==> config.mk <==
export PLATFORM = sky130hd
export DESIGN_NAME = bcd_digit_scanner
export DESIGN_NICKNAME = d
export VERILOG_FILES = /design/src/rtl/bcd_scan_pkg.sv /design/src/rtl/bcd_scan_hold.sv /design/src/rtl/bcd_scan_timer.sv /design/src/rtl/bcd_scan_blank.sv /design/src/rtl/bcd_scan_strobe.sv /design/src/rtl/bcd_digit_scanner.sv
export SDC_FILE = /design/constraint.sdc
export NUM_CORES = 1
export LEC_CHECK = 0
export BUFFER_PORTS_ARGS = -buffer_cell sky130_fd_sc_hd__buf_2
export CAP_MARGIN = 25
export CORE_UTILIZATION = 35
export DETAILED_ROUTE_END_ITERATION = 12
export PLACE_DENSITY = 0.56
export SLEW_MARGIN = 0
export SYNTH_ARGS = -nofsm -noshare
export SYNTH_HDL_FRONTEND = slang
export SYNTH_SLANG_ARGS = --single-unit
==> constraint.sdc <==
create_clock -name clk -period 2.6 [get_ports clk]
set_input_delay 0.78 -clock clk [delete_from_list [all_inputs] [get_ports clk]]
set_output_delay 0.78 -clock clk [all_outputs]
set_load 0.05 [all_outputs]
==> src/rtl/bcd_scan_pkg.sv <==
package bcd_scan_pkg;
   localparam int BCD_W = 4;
   typedef logic [BCD_W-1:0] bcd_t;
endpackage

==> src/rtl/bcd_scan_hold.sv <==
module bcd_scan_hold
   import bcd_scan_pkg::*;
#(
   parameter int NUM_DIGITS = 5,
   localparam int IDX_W = (NUM_DIGITS > 1) ? $clog2(NUM_DIGITS) : 1,
   localparam int LOW_W = BCD_W * (NUM_DIGITS - 1)
)(
   input  logic             clk,
   input  logic             rst,
   input  logic             load_i,
   input  logic             msd_i,
   input  logic [LOW_W-1:0] low_i,
   input  logic             en_i,
   input  logic [IDX_W-1:0] idx_i,
   output bcd_t             bcd_o
);
   logic             msd_q;
   logic [LOW_W-1:0] low_q;

   always_ff @(posedge clk) begin
      if (rst) begin
         msd_q <= 1'b0;
         low_q <= '0;
      end else if (load_i) begin
         msd_q <= msd_i;
         low_q <= low_i;
      end
   end

   always_comb begin
      bcd_o = '0;
      if (en_i) begin
         if (idx_i == IDX_W'(NUM_DIGITS - 1)) begin
            bcd_o = {{(BCD_W-1){1'b0}}, msd_q};
         end else begin
            for (int k = 0; k < NUM_DIGITS - 1; k++) begin
               if (idx_i == IDX_W'(k)) bcd_o = low_q[k*BCD_W +: BCD_W];
            end
         end
      end
   end


   hold_stable_chk: assert property (@(posedge clk) disable iff (rst)
      !load_i |=> ($stable(low_q) && $stable(msd_q)));
endmodule

==> src/rtl/bcd_scan_timer.sv <==
module bcd_scan_timer #(
   parameter int NUM_DIGITS = 5,
   parameter int SLOT_LEN   = 200,
   parameter int STROBE_AT  = 101,
   localparam int IDX_W = (NUM_DIGITS > 1) ? $clog2(NUM_DIGITS) : 1,
   localparam int CNT_W = $clog2(SLOT_LEN + 1)
)(
   input  logic             clk,
   input  logic             rst,
   input  logic             eoc_i,
   input  logic             deint_i,
   input  logic             blank_i,
   output logic             run_o,
   output logic [IDX_W-1:0] idx_o,
   output logic             seq_done_o,
   output logic             strobe_req_o
);
   logic             active_q;
   logic [IDX_W-1:0] idx_q;
   logic [CNT_W-1:0] cnt_q;
   logic             long_q;
   logic             strb_q;
   logic             slot_end;

   assign slot_end     = cnt_q == (CNT_W'(SLOT_LEN - 1) + CNT_W'(long_q));
   assign run_o        = active_q && !blank_i;
   assign idx_o        = idx_q;
   assign seq_done_o   = run_o && strb_q && slot_end && (idx_q == '0);
   assign strobe_req_o = run_o && strb_q && (cnt_q == CNT_W'(STROBE_AT - 1));

   always_ff @(posedge clk) begin
      if (rst) begin
         active_q <= 1'b0;
         idx_q    <= IDX_W'(NUM_DIGITS - 1);
         cnt_q    <= '0;
         long_q   <= 1'b0;
         strb_q   <= 1'b0;
      end else if (eoc_i || deint_i) begin
         active_q <= 1'b1;
         idx_q    <= IDX_W'(NUM_DIGITS - 1);
         cnt_q    <= '0;
         long_q   <= 1'b1;
         strb_q   <= eoc_i;
      end else if (run_o) begin
         if (slot_end) begin
            cnt_q  <= '0;
            long_q <= 1'b0;
            if (idx_q == '0) begin
               idx_q  <= IDX_W'(NUM_DIGITS - 1);
               strb_q <= 1'b0;
            end else begin
               idx_q <= idx_q - 1'b1;
            end
         end else begin
            cnt_q <= cnt_q + 1'b1;
         end
      end
   end


   cnt_bound_chk: assert property (@(posedge clk) disable iff (rst)
      cnt_q <= CNT_W'(SLOT_LEN));

   long_first_chk: assert property (@(posedge clk) disable iff (rst)
      (long_q && cnt_q != '0) |-> (idx_q == IDX_W'(NUM_DIGITS - 1)));
endmodule

==> src/rtl/bcd_scan_blank.sv <==
module bcd_scan_blank (
   input  logic clk,
   input  logic rst,
   input  logic eoc_i,
   input  logic deint_i,
   input  logic seq_done_i,
   input  logic over_range_i,
   output logic blank_o
);
   always_ff @(posedge clk) begin
      if (rst)                           blank_o <= 1'b0;
      else if (eoc_i || deint_i)         blank_o <= 1'b0;
      else if (seq_done_i && over_range_i) blank_o <= 1'b1;
   end


   blank_hold_chk: assert property (@(posedge clk) disable iff (rst)
      (blank_o && !eoc_i && !deint_i) |=> blank_o);
endmodule

==> src/rtl/bcd_scan_strobe.sv <==
module bcd_scan_strobe #(
   parameter bit HALF_CLK = 1'b1
)(
   input  logic clk,
   input  logic rst,
   input  logic req_i,
   output logic strobe_n_o
);
   generate
      if (HALF_CLK) begin : g_half
         logic fall_q;
         always_ff @(negedge clk) begin
            if (rst) fall_q <= 1'b0;
            else     fall_q <= req_i;
         end
         assign strobe_n_o = !(req_i && fall_q);
      end else begin : g_full
         assign strobe_n_o = !req_i;
      end
   endgenerate
endmodule

==> src/rtl/bcd_digit_scanner.sv <==
module bcd_digit_scanner
   import bcd_scan_pkg::*;
#(
   parameter int NUM_DIGITS = 5,
   parameter int SLOT_LEN   = 200,
   parameter int STROBE_AT  = 101,
   parameter bit HALF_CLK   = 1'b1,
   localparam int IDX_W = (NUM_DIGITS > 1) ? $clog2(NUM_DIGITS) : 1,
   localparam int LOW_W = BCD_W * (NUM_DIGITS - 1)
)(
   input  logic                  clk,
   input  logic                  rst,
   input  logic                  eoc_i,
   input  logic                  deint_i,
   input  logic                  over_range_i,
   input  logic                  msd_i,
   input  logic [LOW_W-1:0]      digits_i,
   output logic [NUM_DIGITS-1:0] digit_sel_o,
   output logic [BCD_W-1:0]      bcd_o,
   output logic                  strobe_n_o
);
   localparam logic [NUM_DIGITS-1:0] TOP_HOT = NUM_DIGITS'(1) << (NUM_DIGITS - 1);
   localparam logic [NUM_DIGITS-1:0] BOT_HOT = NUM_DIGITS'(1);

   generate
      if (NUM_DIGITS < 2) begin : g_bad_n
         $error("NUM_DIGITS must be at least 2");
      end
      if (STROBE_AT < 1 || STROBE_AT > SLOT_LEN) begin : g_bad_strobe
         $error("STROBE_AT must fall inside a slot");
      end
   endgenerate

   logic             run;
   logic [IDX_W-1:0] idx;
   logic             seq_done;
   logic             strobe_req;
   logic             blank;
   bcd_t             bcd;

   bcd_scan_timer #(.NUM_DIGITS(NUM_DIGITS), .SLOT_LEN(SLOT_LEN), .STROBE_AT(STROBE_AT)) u_timer (
      .clk(clk), .rst(rst), .eoc_i(eoc_i), .deint_i(deint_i), .blank_i(blank),
      .run_o(run), .idx_o(idx), .seq_done_o(seq_done), .strobe_req_o(strobe_req));

   bcd_scan_blank u_blank (
      .clk(clk), .rst(rst), .eoc_i(eoc_i), .deint_i(deint_i),
      .seq_done_i(seq_done), .over_range_i(over_range_i), .blank_o(blank));

   bcd_scan_hold #(.NUM_DIGITS(NUM_DIGITS)) u_hold (
      .clk(clk), .rst(rst), .load_i(eoc_i), .msd_i(msd_i), .low_i(digits_i),
      .en_i(run), .idx_i(idx), .bcd_o(bcd));

   bcd_scan_strobe #(.HALF_CLK(HALF_CLK)) u_strobe (
      .clk(clk), .rst(rst), .req_i(strobe_req), .strobe_n_o(strobe_n_o));

   genvar g;
   generate
      for (g = 0; g < NUM_DIGITS; g++) begin : g_sel
         assign digit_sel_o[g] = run && (idx == IDX_W'(g));
      end
   endgenerate
   assign bcd_o = bcd;


   scan_order_chk: assert property (@(posedge clk) disable iff (rst)
      (digit_sel_o != '0) |=> ((digit_sel_o == '0) || (digit_sel_o == $past(digit_sel_o))
         || (digit_sel_o == ($past(digit_sel_o) >> 1))
         || (digit_sel_o == TOP_HOT && $past(digit_sel_o) == BOT_HOT)
         || $past(eoc_i) || $past(deint_i)));

   blank_dark_chk: assert property (@(posedge clk) disable iff (rst)
      blank |-> (digit_sel_o == '0 && bcd_o == '0));

   strobe_in_slot_chk: assert property (@(posedge clk) disable iff (rst)
      strobe_req |-> $onehot(digit_sel_o));

   msd_half_chk: assert property (@(posedge clk) disable iff (rst)
      digit_sel_o[NUM_DIGITS-1] |-> (bcd_o[BCD_W-1:1] == '0));
endmodule

==> impl_metrics.py, run 1 <==
metrics = {
    "clock_network": {
        "clk_pin_slew_ns": 0.07,
        "cts.repair_timing.setup_buffer_count": 0,
        "cts_num_sinks": 33,
        "tritoncts": "yes",
        "clk-insertion-delay-late_ns": 0.34,
        "cts-hold-fix-buffers": 0,
        "htree_num_levels": 2,
        "root_buffer": "sky130_fd_sc_hd__clkbuf_8",
        "cts_made_buffers": 5,
        "cts.path.max_buffers": 2,
    },
    "grt": {
        "grt_pass1_wl_um": 5671,
        "use_met1_pct": 19.44,
        "total_track_usage_pct": 17.00,
        "grt_max_degree": 23,
        "grt.met2_usage_pct": 28.92,
        "grt.busiest_layer": "met2",
        "grt_overflow_total": 0,
        "number_of_antenna_violations_at_the_first_check_in_global_routing": 0,
        "grt_pass1_vias": 1277,
        "grt_util_met3_pct": 4.276,
    },
    "worst_setup_path": {
        "timing.critical_path.from_type": "flip-flop",
        "cp_max_fo": 1,
        "worstPathArrival_ns": 2.15,
        "worst_path_max_delay_cell": "sky130_fd_sc_hd__dfxtp_2",
        "timing.critical_path.buf_inv": 1,
        "worst_setup_end_kind": "output pin",
        "crit_path_max_incr_delay_ns": 0.31,
        "worst-setup-path-type": "reg2out",
        "timing.critical_path.cells": "nand2_2, buf_8",
        "cpLargestDelayFamily": "flip-flops",
        "required_ns": 1.82,
        "r2r_slack_ns": 0.10,
    },
    "yosys": {
        "netlist_area_um2": 1561,
        "avgSynthCellArea_um2": 9.350,
        "synthesis.yosys.warnings": 0,
        "postSynthCellCount": 167,
        "syn_nets": 191,
        "synth_seq_cells": 33,
        "post_synth_top_flop": "sky130_fd_sc_hd__dfxtp_1",
        "synth.distinct_cells": 39,
        "synth_async_sr_flop_share_pct": 0,
        "edff_count_synth": 0,
        "share_of_the_yosys_chip_area_belonging_to_registers_pct": 42.31,
    },
    "layout": {
        "nets": 228,
        "most-common-layout-cells": "sky130_fd_sc_hd__dfxtp_1, sky130_fd_sc_hd__buf_2, sky130_fd_sc_hd__nor2_1, sky130_fd_sc_hd__mux2i_1, sky130_fd_sc_hd__nand2_1",
        "layout-area-overhead-vs-synth_pct": 23.16,
        "fin_util_pct": 46.41,
        "mostFrequentLayoutCell": "sky130_fd_sc_hd__dfxtp_1",
        "antenna-diode-count": 0,
        "final_layout_size_suffix_gt1_share_pct": 26.83,
    },
    "status": {
        "status": "finished with violations",
        "failing_checks": "negative setup slack",
    },
    "pwr": {
        "power.density_nw_per_um2": 562.1,
        "irDropWorstVdd_mv": 0.3540,
        "leakage_nw": 0.8124,
        "power.net_switching_w": 0.0002427,
        "relative_contribution_of_combinational_cells_to_total_power_pct": 7.9,
        "p_total_w": 0.001081,
        "internal_power_w": 0.0008383,
        "sequentialPowerShare_pct": 49.6,
        "p_sw_share_pct": 22.45,
        "power_frac_clock_pct": 42.6,
    },
    "routing": {
        "route.detailed.wl_per_inst_um": 13.42,
        "routed_wirelength_um": 3421,
        "dr.pass1.iters": 4,
        "first_iter_violations": 23,
        "drcViolationCount": 0,
        "number_of_nets_still_failing_antenna_checks_after_routing": 0,
        "route.detailed.vias_per_inst": 5.090,
        "via_count": 1298,
    },
    "sta": {
        "unrepaired_setup_endpoints_after_global_routing": "true",
        "layout_setup_ws_ns": -0.3290,
        "final_hold_viol_count": 0,
        "relSlewSlack_pct": 59.81,
        "worst_clock_skew_ns": 0.05316,
        "report.final.setup_viol": 1,
        "finalMaxSlewViolations": 0,
        "tightestPinTransition_ns": 0.5988,
        "finalHoldWorstSlack_ns": 0.4927,
    },
    "floorplan": {
        "boundaryPins": 32,
        "dieHeight_um": 68.80,
        "initial_core_util_pct": 37.68,
        "fp.dieArea_um2": 4733,
        "core_um2": 4144,
        "num_rows": 23,
        "die_x_um": 68.80,
    },
    "placed_design": {
        "place.gp.congestion": 0.8284,
        "dp.final_hpwl_um": 2541,
        "port_buffers": 31,
    },
    "min_path": {
        "worstHoldPathType": "reg2reg",
    },
    "flow_run": {
        "max_cap_viol_count": 0,
    },
}
## power groups by stage
stage / sequential (W) / combinational, W / clock, W
5_1_grt: 0.000538 / 0.0000947 / 0.000498
3_3_place_gp: 0.000546 / 0.0000834 / 0.00000481
2_1_floorplan: 0.000543 / 0.0000582 / 0.00000481
4_1_cts: 0.000536 / 0.0000863 / 0.000476
6_report: 0.000536 / 0.0000849 / 0.000460
3_5_place_dp: 0.000547 / 0.0000860 / 0.00000481
## Yosys cell counts (all sizes together), types with 2 or more instances
cell type / number / share of area (%)
a21oi: 6 / 1.9
a31oi: 2 / 0.80
and2: 4 / 1.6
and3: 2 / 0.80
buf: 4 / 1.3
clkbuf: 3 / 0.72
dfxtp: 33 / 42
ha: 2 / 1.6
inv: 6 / 1.4
mux2i: 17 / 11
mux4: 4 / 5.8
nand2: 13 / 3.1
nand2b: 2 / 0.80
nand3: 2 / 0.64
nor2: 29 / 7.0
nor3: 6 / 1.9
nor3b: 2 / 0.96
nor4: 3 / 1.2
o21ai: 4 / 1.3
xnor2: 4 / 2.2
xor2: 2 / 1.1
## sequential cells by signal, summed over array words and instances (netlist names)
signal / count
u_timer.idx_o: 3
u_timer.strb_q: 1
u_hold.low_q: 16
u_timer.long_q: 1
u_hold.msd_q: 1
u_strobe.g_half.fall_q: 1
u_blank.blank_o: 1
u_timer.active_q: 1
u_timer.cnt_q: 8
## what timing repair did
item                       4_1_cts  5_1_grt
resized for setup                5        0
pin swaps                        0        0
setup endpoints to repair        5        1
## cell families after synthesis
logic type	share of synthesized area [%]
mux	16.67
fa+ha+maj	1.602
buf+inv	3.445
simple gates	25.64
xor+xnor	3.365
compound gates	6.971
flops	42.31
## cell type report
class,count,area (um^2)
inverters,5,18.77
clock buffers,7,107.6
well taps,50,62.56
repair buffers,37,210.2
fillers,426,2221
clock inverters,2,7.507
flip-flops and latches,33,663.1
multi-input cells,121,853.3
## worst min-delay path: stages (launching register included)
cell and delay [ns]:
sky130_fd_sc_hd__dfxtp_1 0.33, sky130_fd_sc_hd__mux2i_1 0.06, sky130_fd_sc_hd__nor2_1 0.07
## worst paths after layout
path,end,startpoint,depth (start not counted)
worst max-delay path,strobe_n_o,u_strobe.g_half.fall_q$_SDFF_NP0_,2
worst min-delay path,u_hold.low_q[0]$_SDFFE_PP0P_,u_hold.low_q[0]$_SDFFE_PP0P_,2
worst max register to register,u_strobe.g_half.fall_q$_SDFF_NP0_,u_timer.cnt_q[7]$_SDFFE_PP0N_,2
worst min register to register,u_hold.low_q[0]$_SDFFE_PP0P_,u_hold.low_q[0]$_SDFFE_PP0P_,2
## routing by layer
metal | wire, um | part of all wire (%)
met5 | 0 | 0
met4 | 61 | 1.8
met3 | 125 | 3.7
met2 | 1671 | 49
met1 | 1563 | 46
## metrics by stage
step	area [um^2]	setup slack, ns	TNS (ns)	std cells
2_1_floorplan	1568	0.03016	0	167
3_3_place_gp	1799	-0.05340	-0.05340	247
3_5_place_dp	1799	-0.06460	-0.06460	247
4_1_cts	1923	-0.3454	-0.3454	255
5_1_grt	1923	-0.3834	-0.3834	255
6_report	1923	-0.3290	-0.3290	255
Power figures use the tool's default switching activity.
==> run 2: changes to the inputs <==
--- a/config.mk
+++ b/config.mk
@@ -13,4 +13,5 @@
 export SLEW_MARGIN = 0
 export SYNTH_ARGS = -nofsm -noshare
 export SYNTH_HDL_FRONTEND = slang
+export SYNTH_HIERARCHICAL = 1
 export SYNTH_SLANG_ARGS = --single-unit
==> impl_metrics.py, run 2 <==
metrics = {
    "status": {
        "status": "finished with violations",
        "failing_checks": "negative setup slack",
    },
    "sta": {
        "report.final.setup_viol": 1,
        "setup-tns-final_ns": -0.3243,
        "final_hold_viol_count": 0,
        "layout_setup_ws_ns": -0.3243,
        "finalHoldWorstSlack_ns": 0.4930,
        "finalMaxSlewViolations": 0,
        "worst_clock_skew_ns": 0.05407,
        "relSlewSlack_pct": 64.77,
        "tightestPinTransition_ns": 0.5285,
        "unrepaired_setup_endpoints_after_global_routing": "true",
    },
    "yosys": {
        "edff_count_synth": 0,
        "synth.top_cells.by_area": "sky130_fd_sc_hd__dfxtp_1, sky130_fd_sc_hd__mux2i_1, sky130_fd_sc_hd__nor2_1",
        "synth_async_sr_flop_share_pct": 0,
        "synth_top_cell_by_area": "sky130_fd_sc_hd__dfxtp_1",
        "postSynthCellCount": 167,
        "post_synth_top_flop": "sky130_fd_sc_hd__dfxtp_1",
        "post-synth-top-count-cell": "sky130_fd_sc_hd__dfxtp_1",
        "netlist_area_um2": 1617,
        "synthesis.yosys.warnings": 6,
        "avgSynthCellArea_um2": 9.680,
        "synth.distinct_cells": 39,
        "synthTopCellsByCount": "sky130_fd_sc_hd__dfxtp_1, sky130_fd_sc_hd__nor2_1, sky130_fd_sc_hd__mux2i_1",
        "syn_nets": 191,
        "share_of_the_yosys_chip_area_belonging_to_registers_pct": 40.87,
        "synthDominantCellAreaShare_pct": 40.87,
        "synth_seq_cells": 33,
    },
    "worst_setup_path": {
        "worst-setup-path-type": "reg2out",
        "cp_max_fo": 1,
        "worst_setup_end_kind": "output pin",
        "required_ns": 1.82,
        "worstPathArrival_ns": 2.14,
        "timing.critical_path.from_type": "flip-flop",
    },
    "routing": {
        "routed_wirelength_um": 3565,
        "first_iter_violations": 69,
        "drcViolationCount": 0,
        "dr.pass1.iters": 4,
        "number_of_nets_still_failing_antenna_checks_after_routing": 0,
        "route.detailed.wl_per_inst_um": 13.82,
        "via_count": 1344,
        "route.detailed.vias_per_inst": 5.209,
    },
    "clock_network": {
        "root_buffer": "sky130_fd_sc_hd__clkbuf_8",
        "clk_pin_slew_ns": 0.06,
        "tritoncts": "yes",
        "clk-insertion-delay-late_ns": 0.33,
        "cts_num_sinks": 33,
        "cts.path.max_buffers": 2,
        "htree_num_levels": 2,
        "cts-hold-fix-buffers": 0,
        "cts_made_buffers": 5,
    },
    "placed_design": {
        "port_buffers": 31,
        "place.gp.congestion": 0.7725,
        "dp.final_hpwl_um": 2611,
        "dpl-instance-area_um2": 1858,
        "place_ws_ns": -0.06037,
    },
    "layout": {
        "area_of_combinational_cells_with_multiple_inputs_um2": 893.4,
        "largest_register": "u_hold/low_q",
        "final_cell_area_um2": 1956,
        "antenna-diode-count": 0,
        "nets": 230,
        "fill_cells": 448,
        "final_layout_size_suffix_gt1_share_pct": 31.07,
        "mostFrequentLayoutCell": "sky130_fd_sc_hd__dfxtp_1",
        "most-common-layout-cells": "sky130_fd_sc_hd__dfxtp_1, sky130_fd_sc_hd__buf_2, sky130_fd_sc_hd__nor2_1, sky130_fd_sc_hd__mux2i_1, sky130_fd_sc_hd__nor3_1",
        "layout-area-overhead-vs-synth_pct": 20.98,
        "largest_reg_flops": 16,
        "regArea_um2": 663.1,
    },
    "pwr": {
        "internal_power_w": 0.0007824,
        "p_sw_share_pct": 23.39,
        "relative_contribution_of_combinational_cells_to_total_power_pct": 9.2,
        "irDropWorstVdd_mv": 0.2546,
        "power.net_switching_w": 0.0002389,
        "power.density_nw_per_um2": 522.2,
        "power_frac_clock_pct": 38.3,
        "sequentialPowerShare_pct": 52.6,
        "leakage_nw": 0.8446,
    },
    "floorplan": {
        "die_x_um": 69.96,
        "dieHeight_um": 69.96,
        "core_um2": 4384,
        "num_rows": 24,
        "initial_core_util_pct": 36.87,
        "boundaryPins": 32,
        "fp.dieArea_um2": 4894,
    },
    "grt": {
        "grt_pass1_wl_um": 6106,
        "grt_overflow_total": 0,
        "grt_max_degree": 25,
        "number_of_antenna_violations_at_the_first_check_in_global_routing": 0,
        "grt_pass1_vias": 1397,
        "total_track_usage_pct": 15.96,
    },
    "min_path": {
        "worstHoldPathType": "reg2reg",
    },
    "flow_run": {
        "max_cap_viol_count": 0,
    },
}
-- run 2: logic make-up after synthesis --
logic type	synth area share, %
DFF	40.87
buffers and inverters	4.566
AOI/OAI and AO/OA	4.721
xor gates and xnor gates	3.793
muxes	17.26
adders and majority gates	1.548
and+or+nand+nor	27.24
-- run 2: final cells by class --
type	count	share of cell area, %
Clock inverter	1	0.1919
Sequential cell	33	33.91
Multi-Input combinational cell	121	45.68
Timing Repair Buffer	40	11.71
Clock buffer	7	4.415
Inverter	4	0.7678
Tap cell	52	3.327
-- run 2: layer usage --
layer  vias up  track usage (%)  wire length [um]
li1        674                -                 -
met1       640            16.88              1621
met2        21            28.53              1730
met3         9            5.195               139
met4         0            7.333                74
met5         -                0                 0
-- run 2: worst max-delay path: stages (launching register included) --
cell                      delay [ns]
sky130_fd_sc_hd__dfxtp_2        0.31
sky130_fd_sc_hd__nand2_2        0.05
sky130_fd_sc_hd__buf_6          0.15
-- run 2: what timing repair did --
item,4_1_cts,5_1_grt
setup buffers,0,0
resized for setup,3,2
setup endpoints to repair,5,1
-- run 2: per-stage QoR --
stage / utilization, % / std cells / total power, W
2_1_floorplan: - / 167 / 0.0006113
3_3_place_gp: 42.38 / 251 / 0.0006418
3_5_place_dp: 42.38 / 251 / 0.0006474
4_1_cts: 44.52 / 258 / 0.001035
5_1_grt: 44.61 / 258 / 0.001071
6_report: 44.61 / 258 / 0.001021
-- run 2: path summary, 6_finish.rpt --
path                                startpoint                           endpoint  slack, ns  depth (start not counted)
max          u_strobe/g_half.fall_q$_SDFF_NP0_                         strobe_n_o      -0.32                          2
min reg2reg       u_hold/low_q[1]$_SDFFE_PP0P_       u_hold/low_q[1]$_SDFFE_PP0P_       0.49                          2
min               u_hold/low_q[1]$_SDFFE_PP0P_       u_hold/low_q[1]$_SDFFE_PP0P_       0.49                          2
max reg2reg      u_timer/cnt_q[7]$_SDFFE_PP0N_  u_strobe/g_half.fall_q$_SDFF_NP0_       0.09                          3
-- run 2: power groups by stage --
stage	Clock (W)	Sequential [W]	Combinational [W]
global route	0.000428	0.000538	0.000104
global placement	0.00000481	0.000547	0.0000902
detailed placement	0.00000481	0.000548	0.0000948
finish	0.000391	0.000537	0.0000939
CTS	0.000403	0.000537	0.0000948
floorplan	0.00000481	0.000544	0.0000625
